<file path="src/rtl/rdl_pkg.sv">
package rdl_pkg;

  localparam int DLY_W = 5;

  typedef enum logic [1:0] {
    CMD_IDLE = 2'd0,
    CMD_READ = 2'd1,
    CMD_MRS  = 2'd2
  } cmd_e;

  typedef struct packed {
    logic       dll_off;
    logic [1:0] al_code;
    logic [3:0] cl;
    logic [3:0] cwl;
  } mode_t;

  localparam mode_t MODE_RESET = '{dll_off: 1'b0, al_code: 2'd0, cl: 4'd6, cwl: 4'd6};

  // cycles from the sampling edge of READ to the edge launching beat 0
  function automatic logic [DLY_W-1:0] read_delay(input mode_t m);
    logic [DLY_W-1:0] cl_v;
    logic [DLY_W-1:0] al_v;
    cl_v = DLY_W'(m.cl);
    case (m.al_code)
      2'd1:    al_v = cl_v - DLY_W'(1);
      2'd2:    al_v = cl_v - DLY_W'(2);
      default: al_v = '0;
    endcase
    return al_v + cl_v - DLY_W'(m.dll_off);
  endfunction

endpackage

</file>
<file path="src/rtl/rdl_cmd_decode.sv">
module rdl_cmd_decode
  import rdl_pkg::*;
(
  input  logic cs_n,
  input  logic ras_n,
  input  logic cas_n,
  input  logic we_n,
  output cmd_e cmd
);

  always_comb begin
    cmd = CMD_IDLE;
    if (!cs_n) begin
      case ({ras_n, cas_n, we_n})
        3'b101:  cmd = CMD_READ;
        3'b000:  cmd = CMD_MRS;
        default: cmd = CMD_IDLE;
      endcase
    end
  end

endmodule

</file>
<file path="src/rtl/rdl_mode_regs.sv">
module rdl_mode_regs
  import rdl_pkg::*;
(
  input  logic       clk,
  input  logic       rst_n,
  input  logic       wr_en,
  input  logic [2:0] sel,
  input  logic [6:0] field,
  output mode_t      mode,
  output logic       cfg_err
);

  mode_t      nxt;
  logic       refuse;
  logic [3:0] new_cl;
  logic [3:0] new_cwl;

  always_comb begin
    nxt     = mode;
    refuse  = 1'b0;
    new_cl  = {1'b0, field[6:4]} + 4'd4;
    new_cwl = {1'b0, field[5:3]} + 4'd5;
    case (sel)
      3'd0: begin
        refuse = (field[6:4] == 3'd0) || (mode.dll_off && new_cl != 4'd6);
        nxt.cl = new_cl;
      end
      3'd1: begin
        refuse = (field[4:3] == 2'd3) ||
                 (field[0] && (mode.cl != 4'd6 || mode.cwl != 4'd6));
        nxt.dll_off = field[0];
        nxt.al_code = field[4:3];
      end
      3'd2: begin
        refuse  = mode.dll_off && new_cwl != 4'd6;
        nxt.cwl = new_cwl;
      end
      default: ;
    endcase
  end

  always_ff @(posedge clk or negedge rst_n) begin
    if (!rst_n) begin
      mode    <= MODE_RESET;
      cfg_err <= 1'b0;
    end else begin
      cfg_err <= wr_en && refuse;
      if (wr_en && !refuse) mode <= nxt;
    end
  end

  p_bypass_needs_six_r6: assert property (@(posedge clk) disable iff (!rst_n)
    mode.dll_off |-> (mode.cl == 4'd6 && mode.cwl == 4'd6));

  p_refused_keeps_fields_r6: assert property (@(posedge clk) disable iff (!rst_n)
    cfg_err |-> $stable(mode));

endmodule

</file>
<file path="src/rtl/rdl_slot.sv">
module rdl_slot #(
  parameter int DW = 5
) (
  input  logic          clk,
  input  logic          rst_n,
  input  logic          load,
  input  logic [DW-1:0] delay,
  output logic          busy,
  output logic          fire
);

  logic [DW-1:0] cnt;

  always_ff @(posedge clk or negedge rst_n) begin
    if (!rst_n) begin
      busy <= 1'b0;
      cnt  <= '0;
    end else if (load) begin
      busy <= 1'b1;
      cnt  <= delay - DW'(1);
    end else if (busy) begin
      if (cnt == '0) busy <= 1'b0;
      else           cnt  <= cnt - DW'(1);
    end
  end

  assign fire = busy && (cnt == '0);

  p_load_free_slot_r9: assert property (@(posedge clk) disable iff (!rst_n)
    load |-> !busy);

  p_countdown_step_r4: assert property (@(posedge clk) disable iff (!rst_n)
    (busy && cnt != '0) |=> (busy && cnt == $past(cnt) - DW'(1)));

endmodule

</file>
<file path="src/rtl/rdl_burst.sv">
module rdl_burst #(
  parameter int              BURST_LEN = 8,
  parameter int              DATA_W    = 16,
  parameter logic [DATA_W-1:0] PAT_BASE  = 16'hA5C0,
  parameter logic [DATA_W-1:0] PAT_STEP  = 16'h1111
) (
  input  logic              clk,
  input  logic              rst_n,
  input  logic              start,
  output logic              valid,
  output logic              last,
  output logic [DATA_W-1:0] data
);

  localparam int BW = $clog2(BURST_LEN);
  localparam logic [BW-1:0] LAST_BEAT = BW'(BURST_LEN - 1);

  logic [DATA_W-1:0] pat [BURST_LEN];
  logic              active;
  logic [BW-1:0]     beat;

  always_comb begin
    for (int i = 0; i < BURST_LEN; i++) begin
      pat[i] = PAT_BASE + DATA_W'(i) * PAT_STEP;
    end
  end

  always_ff @(posedge clk or negedge rst_n) begin
    if (!rst_n) begin
      active <= 1'b0;
      beat   <= '0;
    end else if (start) begin
      active <= 1'b1;
      beat   <= '0;
    end else if (active) begin
      if (beat == LAST_BEAT) active <= 1'b0;
      else                   beat   <= beat + BW'(1);
    end
  end

  assign valid = active;
  assign last  = active && (beat == LAST_BEAT);
  assign data  = active ? pat[beat] : '0;

  p_beat_advance_r7: assert property (@(posedge clk) disable iff (!rst_n)
    (active && !start && beat != LAST_BEAT) |=> (active && beat == $past(beat) + BW'(1)));

  p_burst_full_length_r7: assert property (@(posedge clk) disable iff (!rst_n)
    $fell(active) |-> ($past(beat) == LAST_BEAT));

endmodule

</file>
<file path="src/rtl/rdl_sched.sv">
module rdl_sched
  import rdl_pkg::*;
#(
  parameter int              ADDR_W    = 7,
  parameter int              DATA_W    = 16,
  parameter int              NUM_SLOTS = 2,
  parameter int              BURST_LEN = 8,
  parameter logic [DATA_W-1:0] PAT_BASE  = 16'hA5C0,
  parameter logic [DATA_W-1:0] PAT_STEP  = 16'h1111
) (
  input  logic              clk,
  input  logic              rst_n,
  input  logic              cmd_cs_n,
  input  logic              cmd_ras_n,
  input  logic              cmd_cas_n,
  input  logic              cmd_we_n,
  input  logic [2:0]        cmd_ba,
  input  logic [ADDR_W-1:0] cmd_addr,
  output logic              rd_valid,
  output logic [DATA_W-1:0] rd_data,
  output logic              rd_last,
  output logic              cfg_err
);

  cmd_e             cmd;
  mode_t            mode;
  logic [DLY_W-1:0] delay;
  logic [NUM_SLOTS-1:0] busy;
  logic [NUM_SLOTS-1:0] fire;
  logic [NUM_SLOTS-1:0] load;
  logic [NUM_SLOTS:0]   taken;
  logic                 is_read;

  rdl_cmd_decode u_dec (
    .cs_n  (cmd_cs_n),
    .ras_n (cmd_ras_n),
    .cas_n (cmd_cas_n),
    .we_n  (cmd_we_n),
    .cmd   (cmd)
  );

  rdl_mode_regs u_mode (
    .clk     (clk),
    .rst_n   (rst_n),
    .wr_en   (cmd == CMD_MRS),
    .sel     (cmd_ba),
    .field   (cmd_addr[6:0]),
    .mode    (mode),
    .cfg_err (cfg_err)
  );

  assign delay   = read_delay(mode);
  assign is_read = (cmd == CMD_READ);
  assign taken[0] = 1'b0;

  generate
    for (genvar g = 0; g < NUM_SLOTS; g++) begin : g_slot
      assign load[g]    = is_read && !busy[g] && !taken[g];
      assign taken[g+1] = taken[g] || !busy[g];
      rdl_slot #(.DW(DLY_W)) u_slot (
        .clk   (clk),
        .rst_n (rst_n),
        .load  (load[g]),
        .delay (delay),
        .busy  (busy[g]),
        .fire  (fire[g])
      );
    end
  endgenerate

  rdl_burst #(
    .BURST_LEN (BURST_LEN),
    .DATA_W    (DATA_W),
    .PAT_BASE  (PAT_BASE),
    .PAT_STEP  (PAT_STEP)
  ) u_burst (
    .clk   (clk),
    .rst_n (rst_n),
    .start (|fire),
    .valid (rd_valid),
    .last  (rd_last),
    .data  (rd_data)
  );

  p_single_launch_r9: assert property (@(posedge clk) disable iff (!rst_n)
    $onehot0(fire));

  p_idle_no_new_read_r2: assert property (@(posedge clk) disable iff (!rst_n)
    (cmd != CMD_READ) |=> ($countones(busy) <= $countones($past(busy))));

  p_idle_keeps_mode_r2: assert property (@(posedge clk) disable iff (!rst_n)
    (cmd != CMD_MRS) |=> $stable(mode));

endmodule

</file>
<file path="config.mk">
export PLATFORM = sky130hd
export DESIGN_NAME = rdl_sched
export DESIGN_NICKNAME = d
export VERILOG_FILES = /design/src/rtl/rdl_pkg.sv /design/src/rtl/rdl_cmd_decode.sv /design/src/rtl/rdl_mode_regs.sv /design/src/rtl/rdl_slot.sv /design/src/rtl/rdl_burst.sv /design/src/rtl/rdl_sched.sv
export SDC_FILE = /design/constraint.sdc
export NUM_CORES = 1
export LEC_CHECK = 0
export ABC_AREA = 1
export BUFFER_PORTS_ARGS = -buffer_cell sky130_fd_sc_hd__buf_2
export CAP_MARGIN = 20
export CORE_MARGIN = 5
export CORE_UTILIZATION = 40
export CTS_CLUSTER_SIZE = 28
export DETAILED_ROUTE_END_ITERATION = 8
export PLACE_DENSITY = 0.57
export REMOVE_ABC_BUFFERS = 1
export SETUP_SLACK_MARGIN = 0.02
export SLEW_MARGIN = 30
export SYNTH_ARGS = -nofsm -noshare
export SYNTH_HDL_FRONTEND = slang
export SYNTH_SLANG_ARGS = --single-unit
</file>
<file path="constraint.sdc">
create_clock -name clk -period 7.5 [get_ports clk]
set_clock_uncertainty 0.15 [all_clocks]
set_input_delay 0.75 -clock clk [delete_from_list [all_inputs] [get_ports clk]]
set_output_delay 0.75 -clock clk [all_outputs]
set_load 0.02 [all_outputs]
</file>
==> run summary <==
The cell taking the most area after synthesis is dfrtp_1. The class of the most critical hold timing path is primary input to asynchronous set/reset pin. STA puts the critical path data arrival time at 2.88 ns.

The initial antenna violation count is 0. Entering global routing, the biggest net connects 29 pins. In the final routed layout, each cell accounts on average for roughly 11 µm. The clock period minus worst slack came out at 2.85 ns.

STA classifies the critical path startpoint as a register. The number of max-slew violations in the final report came out at 0. The latest clock arrival within the worst-skew pair came out at around 0.28 ns. At the end of the flow, the number of nets in the layout was 363. The final hold violation count came out at 0. For this run, global-route usage on met3 was measured as 2.94%. Global routing consumed, over all layers together, about an eighth of the routing resources.

The number of antenna diodes came out at 0. The half-perimeter wire length of the detailed placement result is around 3600 µm. Port buffering added 31 buffers. For the worst setup path, the data required time is between 7 and 8 ns. The maximum buffer depth of the clock tree is 2. The count of boundary I/O pins is 35.

The number of synthesized flops with an enable pin is 0. The run finished with clean final reports. The number of hold buffers added after cts came out at 0.

The fraction of final layout cells sized beyond drive strength 1 came out at roughly 16%. The starting density of the core is about two fifths. The finished layout cell area is between 2000 and 2500 µm². The worst register-to-register path ends at g_slot[1].u_slot.cnt[3]. The post-synthesis sequential element count is 28. The mean instance size in the synthesized netlist is 7.67 µm². Gates resized during post-CTS repair numbered 0.

The root buffer cell chosen for the clock tree is clkbuf_8. Clock tree synthesis inserted a total of 3 buffers. The number of standard-cell rows in the floorplan came out at 27. The CTS clock-pin slew for the worst setup and hold paths came out at 0.10 ns.

The number of warnings reported in the yosys synthesis log is 0. The first routing iteration left just over 50 violations. STA classifies the critical path endpoint as a register. By instance count, the leading cell after synthesis is nand2_1. The number of setup buffers added after CTS came out at 0.

The area growth from synthesis to layout is 11.0%. The total number of vias came out at ~1,800. Setup repair after global routing left no endpoint under its margin. The first global-routing pass estimated approximately 8000 µm of wire. The die boundary width is 84.6 µm. After global routing, the most crowded layer is met2.

Summed over its instances, the top area cell type makes up between 20% and 30% of the synthesized netlist area. After synthesis, the most frequently instantiated cells are nand2_1, inv_1, ha_1. The internal reg-to-reg setup slack came out at ~4.6 ns. The total area inside the core boundary comes to between 5000 and 6000 µm². In this run the power density over the cells is roughly 310 nW/µm². The number of cells produced by synthesis is 290. TritonCTS built the clock tree. The category of the critical setup timing path is register to register. The TritonCTS sink count is 28. The fraction of met2 tracks used by global routing is a little under a quarter. The total setup violations reported at the end of the flow is 0.

The fill cell instance count of the final layout is 559. The via count of the first global-routing pass is 1,831. The sum of negative setup slack is 0 ns. Max-cap violations in this run came to 0.

For this run, the top clock speed supported by timing is roughly 350 MHz. The sum of overflow across all layers after global routing is 0. For this design the static power due to leakage is 1.30 nW. The count of nets left with antenna violations after detail routing came out at 0. Among all flip-flop cells after synthesis, the most frequent one is dfrtp_1. In this run the critical register-to-register path is launched from u_mode.mode[5]. The fraction of the cycle the final worst path needs is a little under two fifths.

The post-place instance area is about 2400 µm². The area of the die came out at between 7000 and 8000 µm². In the post-synthesis netlist, the biggest area contributors are dfrtp_1, ha_1, nand2_1, inv_1, dfstp_2.

The summed instance area of the synthesized netlist came out at around 2200 µm². The biggest fanout along the worst timing path came out at 5. The mean number of vias per cell is about 4.7. The synthesized netlist contains 33 unique library cells. For met1 alone, demand over resource in global routing was around 17%.

The proportion of register bits with asynchronous set or reset after synthesis came out at between 90% and 100%. The worst slew margin relative to its limit is 56.3%. CTS built an H-tree with a depth of 1. The final layout contains routed wiring with a total length of 4440 µm. Measured along the y axis, the die boundary spans 84.6 µm.

The remaining design rule violation count is 0. The global placer's final weighted congestion came out at 0.773. The number of cells on the worst reg-to-reg path is 13. The first TritonRoute pass finished after 4 iterations. The worst-case vdd ir drop is approximately 0.15 mV.

The sequential share of the synthesized area came out at between 30% and 40%. Cells fill between 40% and 50% of the core in the end. At the pin with the least slew margin, the transition time is about 0.65 ns.
where the power goes:
part,internal (mW),leakage (nW),switching (mW)
clock,0.0381,0.0228,0.0471
combinational,0.162,0.929,0.274
sequential,0.203,0.347,0.0486
registers in the layout, indices dropped and copies added, names as in the netlist:
name,cells
u_burst.beat,3
g_slot.u_slot.cnt,10
g_slot.u_slot.busy,2
u_mode.cfg_err,1
u_mode.mode,11
u_burst.valid,1
cell usage in the layout (no fill, tap or decap):
master	count
a21o_1	1
xnor2_1	3
nand4_1	9
buf_2	31
inv_1	54
o21ai_1	5
dfstp_2	4
or2_2	1
xor2_1	7
clkbuf_1	1
a21oi_2	1
nand3_1	11
ha_1	25
o22ai_1	4
nand3b_1	2
o32ai_1	1
dfrtp_1	24
conb_1	1
nor3_1	3
o211ai_1	2
nand2_1	62
a21oi_4	1
a22oi_1	1
nor4_4	1
o21ai_0	21
nor2_4	2
nand4_2	2
a21oi_1	7
clkbuf_8	3
nor2_1	21
fa_1	2
nand2_2	3
inv_2	1
nand2_4	1
nand3_2	1
routing by layer:
layer,wire length [µm],up-vias
li1,-,979
met4,42,0
met5,0,-
met1,2100,833
met2,2180,19
met3,119,4
metrics by stage:
step / cells / hold WS, ns / power, mW / setup slack (ns)
after detailed placement: 387 / 0.314 / 0.696 / 4.65
after global placement: 387 / 0.314 / 0.693 / 4.63
after CTS: 391 / 0.329 / 0.785 / 4.63
final: 391 / 0.327 / 0.773 / 4.65
after floorplan: 284 / 0.298 / 0.571 / 4.84
after global routing: 391 / 0.340 / 0.861 / 4.37
how the worst max path moves through the flow:
stage | slack, ns | depth (start not counted) | to | from
2_1_floorplan | 4.84 | 4 | rd_data[8] | u_burst.valid
3_3_place_gp | 4.63 | 13 | g_slot[1].u_slot.cnt[3] | u_mode.mode[5]
3_5_place_dp | 4.65 | 13 | g_slot[0].u_slot.cnt[3] | u_mode.mode[5]
4_1_cts | 4.63 | 13 | g_slot[1].u_slot.cnt[3] | u_mode.mode[5]
5_1_grt | 4.37 | 13 | g_slot[1].u_slot.cnt[3] | u_mode.mode[5]
6_report | 4.65 | 13 | g_slot[1].u_slot.cnt[3] | u_mode.mode[5]
cell type report:
class | instances | area, µm² | area share [%]
multi-input combinational | 201 | 1270 | 51.3
sequential | 28 | 706 | 28.6
inverter | 55 | 206 | 8.36
timing repair buffer | 31 | 155 | 6.28
tap | 72 | 90.1 | 3.65
clock buffer | 4 | 45.0 | 1.82
worst max-delay path, cell delays in order (launching register included):
cell and delay (ns):
dfstp_2 0.55, inv_1 0.09, ha_1 0.29, o21ai_0 0.16, nand2_1 0.07, ha_1 0.27
inv_1 0.06, ha_1 0.15, inv_1 0.05, fa_1 0.37, xor2_1 0.25, nor2_1 0.08
a21oi_1 0.14, o21ai_1 0.07
cells by family after synthesis:
kind of cell               synth area share [%]
DFF                                        31.7
adders and majority gates                  15.9
buffers and inverters                      11.3
other                                     0.169
AOI/OAI and AO/OA                          11.4
xor gates and xnor gates                   3.94
and+or+nand+nor                            25.5
(Power assumes the default switching activity.)
